File: src/rtl/gpio_pkg.sv
// Shared encodings for the paired GPIO block.
// Assumes the bus decoder and the port slices agree on these values.
package gpio_pkg;
    typedef enum logic [1:0] {
        REG_DATA = 2'b00,
        REG_DIR  = 2'b01,
        REG_PULL = 2'b10,
        REG_ODRN = 2'b11
    } reg_kind_e;

    typedef enum logic [1:0] {
        SZ_BIT  = 2'b00,
        SZ_NIB  = 2'b01,
        SZ_PAIR = 2'b10,
        SZ_RSVD = 2'b11
    } acc_size_e;
endpackage

File: src/rtl/gpio_sync.sv
// Multi-stage synchronizer for a vector of pad inputs.
// Assumes STAGES >= 1; every stage resets to 0.
module gpio_sync #(
    parameter int W      = 4,
    parameter int STAGES = 2
) (
    input  logic         clk,
    input  logic         rst_n,
    input  logic [W-1:0] d,
    output logic [W-1:0] q
);
    logic [W-1:0] stg [STAGES];

    genvar s;
    generate
        for (s = 0; s < STAGES; s++) begin : g_stage
            // Shift the pad sample one stage further on each edge.
            always_ff @(posedge clk) begin
                if (!rst_n)
                    stg[s] <= '0;
                else if (s == 0)
                    stg[s] <= d;
                else
                    stg[s] <= stg[(s == 0) ? 0 : s-1];
            end
        end
    endgenerate

    assign q = stg[STAGES-1];
endmodule

File: src/rtl/gpio_port.sv
// One GPIO port slice: four control registers, pad-control derivation
// and per-pin readback. Writes are masked, so a single-bit write only
// touches the bits that wr_mask selects. Assumes synchronous active-low reset.
module gpio_port
    import gpio_pkg::*;
#(
    parameter int W           = 4,
    parameter int SYNC_STAGES = 2
) (
    input  logic         clk,
    input  logic         rst_n,
    input  logic         wr_en,
    input  reg_kind_e    wr_kind,
    input  logic [W-1:0] wr_mask,
    input  logic [W-1:0] wr_val,
    input  reg_kind_e    rd_kind,
    input  logic [W-1:0] pad_in,
    output logic [W-1:0] rd_val,
    output logic [W-1:0] pad_oe,
    output logic [W-1:0] pad_out,
    output logic [W-1:0] pad_pu,
    output logic [W-1:0] pad_od
);
    logic [W-1:0] data_q, dir_q, pull_q, odrn_q;
    logic [W-1:0] pin_sync;

    function automatic logic [W-1:0] merge(input logic [W-1:0] old,
                                           input logic [W-1:0] mask,
                                           input logic [W-1:0] val);
        return (old & ~mask) | (val & mask);
    endfunction

    // Output data latch.
    always_ff @(posedge clk) begin
        if (!rst_n) data_q <= '0;
        else if (wr_en && wr_kind == REG_DATA) data_q <= merge(data_q, wr_mask, wr_val);
    end

    // Direction register, 1 = output.
    always_ff @(posedge clk) begin
        if (!rst_n) dir_q <= '0;
        else if (wr_en && wr_kind == REG_DIR) dir_q <= merge(dir_q, wr_mask, wr_val);
    end

    // Pull-up request register.
    always_ff @(posedge clk) begin
        if (!rst_n) pull_q <= '0;
        else if (wr_en && wr_kind == REG_PULL) pull_q <= merge(pull_q, wr_mask, wr_val);
    end

    // Open-drain select register.
    always_ff @(posedge clk) begin
        if (!rst_n) odrn_q <= '0;
        else if (wr_en && wr_kind == REG_ODRN) odrn_q <= merge(odrn_q, wr_mask, wr_val);
    end

    gpio_sync #(.W(W), .STAGES(SYNC_STAGES)) u_sync (
        .clk   (clk),
        .rst_n (rst_n),
        .d     (pad_in),
        .q     (pin_sync)
    );

    // Pad controls: open-drain pins only ever pull low.
    always_comb begin
        pad_oe  = dir_q & (~odrn_q | ~data_q);
        pad_out = data_q & ~odrn_q;
        pad_pu  = pull_q & ~dir_q;
        pad_od  = odrn_q;
    end

    // Readback: the data register shows the latch for outputs and the pad for inputs.
    always_comb begin
        unique case (rd_kind)
            REG_DATA: rd_val = (dir_q & data_q) | (~dir_q & pin_sync);
            REG_DIR:  rd_val = dir_q;
            REG_PULL: rd_val = pull_q;
            REG_ODRN: rd_val = odrn_q;
            default:  rd_val = '0;
        endcase
    end
endmodule

File: src/rtl/gpio_pair.sv
// Top of the paired GPIO block: decodes bus accesses (bit, nibble, pair)
// into masked writes for two port slices and muxes read data.
// Assumes reads are combinational and writes land on the sampling edge.
module gpio_pair
    import gpio_pkg::*;
#(
    parameter int PORT_W      = 4,
    parameter int SYNC_STAGES = 2,
    localparam int BIT_W      = $clog2(PORT_W),
    localparam int PAIR_W     = 2 * PORT_W
) (
    input  logic              clk,
    input  logic              rst_n,
    input  logic              bus_sel,
    input  logic              bus_we,
    input  logic [2:0]        bus_addr,
    input  logic [1:0]        bus_size,
    input  logic [BIT_W-1:0]  bus_bit,
    input  logic [PAIR_W-1:0] bus_wdata,
    output logic [PAIR_W-1:0] bus_rdata,
    input  logic [PAIR_W-1:0] pad_in,
    output logic [PAIR_W-1:0] pad_oe,
    output logic [PAIR_W-1:0] pad_out,
    output logic [PAIR_W-1:0] pad_pu,
    output logic [PAIR_W-1:0] pad_od
);
    acc_size_e        size;
    reg_kind_e        kind;
    logic             psel;
    logic [PORT_W-1:0] bit_mask;
    logic [PORT_W-1:0] rd_port [2];

    assign size     = acc_size_e'(bus_size);
    assign kind     = reg_kind_e'(bus_addr[2:1]);
    assign psel     = bus_addr[0];
    assign bit_mask = PORT_W'(1) << bus_bit;

    genvar p;
    generate
        for (p = 0; p < 2; p++) begin : g_port
            logic              hit;
            logic              wen;
            logic [PORT_W-1:0] mask;
            logic [PORT_W-1:0] val;

            // Decide whether this port is written and with which mask and lane.
            always_comb begin
                hit  = (size == SZ_PAIR) ||
                       ((size == SZ_BIT || size == SZ_NIB) && (psel == 1'(p)));
                wen  = bus_sel && bus_we && hit;
                mask = (size == SZ_BIT) ? bit_mask : '1;
                if (size == SZ_BIT)
                    val = {PORT_W{bus_wdata[0]}};
                else if (size == SZ_PAIR)
                    val = bus_wdata[p*PORT_W +: PORT_W];
                else
                    val = bus_wdata[PORT_W-1:0];
            end

            gpio_port #(.W(PORT_W), .SYNC_STAGES(SYNC_STAGES)) u_port (
                .clk     (clk),
                .rst_n   (rst_n),
                .wr_en   (wen),
                .wr_kind (kind),
                .wr_mask (mask),
                .wr_val  (val),
                .rd_kind (kind),
                .pad_in  (pad_in[p*PORT_W +: PORT_W]),
                .rd_val  (rd_port[p]),
                .pad_oe  (pad_oe[p*PORT_W +: PORT_W]),
                .pad_out (pad_out[p*PORT_W +: PORT_W]),
                .pad_pu  (pad_pu[p*PORT_W +: PORT_W]),
                .pad_od  (pad_od[p*PORT_W +: PORT_W])
            );
        end
    endgenerate

    // Read data mux by access size.
    always_comb begin
        bus_rdata = '0;
        unique case (size)
            SZ_BIT:  bus_rdata[0] = psel ? rd_port[1][bus_bit] : rd_port[0][bus_bit];
            SZ_NIB:  bus_rdata[PORT_W-1:0] = psel ? rd_port[1] : rd_port[0];
            SZ_PAIR: bus_rdata = {rd_port[1], rd_port[0]};
            default: bus_rdata = '0;
        endcase
    end
endmodule

File: config.mk
export PLATFORM = sky130hd
export DESIGN_NAME = gpio_pair
export DESIGN_NICKNAME = d
export VERILOG_FILES = /design/src/rtl/gpio_pkg.sv /design/src/rtl/gpio_sync.sv /design/src/rtl/gpio_port.sv /design/src/rtl/gpio_pair.sv
export SDC_FILE = /design/constraint.sdc
export NUM_CORES = 1
export LEC_CHECK = 0
export BUFFER_PORTS_ARGS = -buffer_cell sky130_fd_sc_hd__buf_2
export CORE_ASPECT_RATIO = 1.1
export CORE_MARGIN = 3
export CORE_UTILIZATION = 53
export DETAILED_ROUTE_END_ITERATION = 6
export PLACE_DENSITY = 0.9
export REMOVE_ABC_BUFFERS = 1
export SLEW_MARGIN = 25
export SYNTH_ARGS = -nofsm -noshare
export SYNTH_HDL_FRONTEND = slang
export SYNTH_SLANG_ARGS = --single-unit
File: constraint.sdc
create_clock -name clk -period 1.6 [get_ports clk]
set_input_delay 0.24 -clock clk [delete_from_list [all_inputs] [get_ports clk]]
set_output_delay 0.24 -clock clk [all_outputs]
set_load 0.05 [all_outputs]
==> flow_summary.ini <==
[sta]
hold_viol = 0
setup_violations = 14
period_needed_ps = 2410
max_slew.worst_pin.slew_ps = 619
timing.final.ws_setup_ps = -807
rsz0062_at_grt = yes
timing.fmax_mhz = 416
finalCritPeriodShare_pct = 150
fin_setup_tns_ps = -4340
relSlewSlack_pct = 57.7
holdWs_ps = 131
maxSlewViolCount = 0
fin_skew_ps = 5.41

[setup_path]
slowest_stage = or3b_1
crit_arrival_ps = 2170
criticalPathCategory = reg -> out
critPathCapture = bus_rdata[0]
r2r_slack_ps = 600
start_kind = flop
slowest_delay_ps = 390
path_buf_inv = 1
crit_family = compound AO/OA/AOI/OAI gates
cp-startpoint = g_port[0].u_port.u_sync.stg[1][2]
crit_cells = 6
worst_setup_path_end_kind = primary output
path_max_fanout = 2
path_common_cell = a21oi_2
crit_required_ps = 1360
r2r_cells = 3
worstPathCellList = or3b_1 -> a21oi_2 -> a21oi_2 -> a211o_1 -> o311ai_4 -> buf_6

[cells_and_area]
seq_area_um2 = 971
num_antenna_cells = 0
finish.utilization_pct = 85.2
layout_common_cells = buf_4 (85), buf_2 (54), dfxtp_1 (40), a21oi_1 (37), nor2_1 (31)
layout-drive-gt1-share_pct = 44.5
nFillCells = 225
fin_nets = 520
syn2layout_area_growth_pct = 49.4
multi_input_area_um2 = 1820
final_area_um2 = 4100
layout_commonest_cell = buf_4

[grt]
grt_start_max_net_pins = 37
grt-ovfl-total = 0
antenna_found_initial = 0
globalRouteTotalUtil_pct = 36.4
grt_pass1_wl_um = 16600
grt_pass1_vias = 3304

[clock_network]
cts_tree = yes
cts_htree_levels = 2
clk_latency_ps = 310
clock-sinks = 48
numCtsBuffers = 5
hold_buffers = 0
cts_buffer_depth = 2
cts-root-buf = clkbuf_8
cts.clk_slew.worst_paths_ps = 90

[status]
status = finished, violations left
failed_checks = design-rule violations, negative setup slack

[floorplan]
ios = 67
dieHeight_um = 81.5
dieWidth_um = 74.6
row_count = 26
dieArea_um2 = 6080
coreArea_um2 = 4810
initial_core_util_pct = 57.0

[synthesis]
netlist_instances = 345
avgSynthCellArea_um2 = 7.96
synth_cell_type_count = 50
yosysSeqAreaShare_pct = 35.0
synth_seq_cells = 48
yosysWarnings = 0
synth_area_um2 = 2750

[place]
place_congestion = 1.03
hpwl_um = 7090
io_buffers = 66
place_area_um2 = 3690

[drt]
viasPerCell = 7.05
routedWlPerCell_um = 24.5
drt_iter0_markers = 864
drt_first_pass_iters = 7
wirelength_um = 13400
vias = 3848
drc = 102
ant_nets = 0

[power_and_ir_drop]
p_per_area_nw_per_um2 = 701
p_sw_share_pct = 31.4
power.total_mw = 2.87
p_leak_nw = 1.85
internal-power_mw = 1.97
p_sw_mw = 0.901
ir_worst_vdd_mv = 0.631
clkPwrFrac_pct = 31.2
seqPwrFrac_pct = 43.6
power_frac_comb_pct = 25.2

[job]
maxCapViolations = 0

[worst_hold_path]
min_path_type = in -> reg
==> routing by layer <==
layer	GRT usage, %	wire (um)	vias to the layer above
met1	43.2	4240	1702
met4	24.4	1420	0
met5	0	0	-
met2	58.3	5570	457
li1	-	-	1497
met3	7.71	2120	192
==> cell type report <==
cell class | instances | area share [%]
clock buffer | 6 | 1.77
clock inverter | 2 | 0.854
inverter | 6 | 0.549
multi-input combinational | 273 | 44.4
sequential | 48 | 23.7
tap | 56 | 1.71
timing repair buffer | 155 | 27.0
==> synthesized netlist by cell type, drive strengths merged <==
cell     instances  area share (%)
a221oi           1            0.32
nand3            9             1.6
mux2             5             2.0
o211ai           1            0.27
or3              1            0.41
ha               4             1.8
and2b            1            0.27
a2111o           1            0.41
o2111a           1            0.41
or3b             5             1.6
buf              8             2.0
clkbuf          10             1.4
a2111oi          2            0.64
nor2b           30             6.8
o21a             1            0.27
a21boi          10             2.7
a2bb2oi          1            0.32
a211o            1            0.32
o21bai           2            0.55
o32ai            2            0.91
o31ai            1            0.27
inv              6            0.82
o311ai           1            0.32
a31oi            2            0.46
nand2           27             3.9
nor3             4            0.73
a21oi           41             7.5
mux2i            3             1.1
nor3b            1            0.27
nand2b           7             1.6
nor2            35             5.9
o21ai           36             6.6
a21o             4             1.1
nor4             5             2.4
a211oi           7             2.1
or2              1            0.32
dfxtp           48              35
and2            19             4.3
o211a            1            0.36
==> logic make-up (layout without fill, tap and decap cells) <==
kind of cell             Yosys count  in the layout  share of synthesized area (%)
buffers and inverters             24            169                           4.15
AO/OA/AOI/OAI                    116            116                           25.8
flip-flops                        48             48                           35.0
multiplexers                       8              8                           3.14
adder cells (fa/ha/maj)            4              4                           1.82
AND/OR/NAND/NOR                  145            145                           30.1
==> worst min-delay path by stage <==
stage | start | end | slack (ps) | cells after the start
floorplan | rst_n | g_port[0].u_port.u_sync.stg[0][0] | 360 | 1
global placement | g_port[0].u_port.u_sync.stg[0][1] | g_port[0].u_port.u_sync.stg[1][1] | 410 | 1
detailed placement | g_port[0].u_port.u_sync.stg[0][1] | g_port[0].u_port.u_sync.stg[1][1] | 410 | 1
global route | pad_in[2] | g_port[0].u_port.u_sync.stg[0][2] | 140 | 2
CTS | pad_in[4] | g_port[1].u_port.u_sync.stg[0][0] | 140 | 2
finish | pad_in[2] | g_port[0].u_port.u_sync.stg[0][2] | 130 | 2
==> metrics by stage <==
step	setup slack, ps	std cells
3_5_place_dp	-660	533
4_1_cts	-592	544
6_report	-807	546
3_3_place_gp	-505	533
5_1_grt	-902	546
2_1_floorplan	-1150	327
==> power by group through the flow <==
stage | sequential (mW) | combinational, mW | clock (mW)
floorplan | 1.29 | 0.278 | 0
global placement | 1.27 | 0.552 | 0
detailed placement | 1.27 | 0.575 | 0
CTS | 1.25 | 0.628 | 0.870
global route | 1.25 | 0.749 | 0.929
finish | 1.25 | 0.725 | 0.897
==> repair_timing <==
item | in CTS | in global routing
buffers inserted | 3 | 2
hold endpoints to repair | 0 | 0
setup endpoints to repair | 11 | 22
resized for setup | 44 | 45
pin swaps | 8 | 13
No activity file was read; power rests on OpenSTA's default activity.
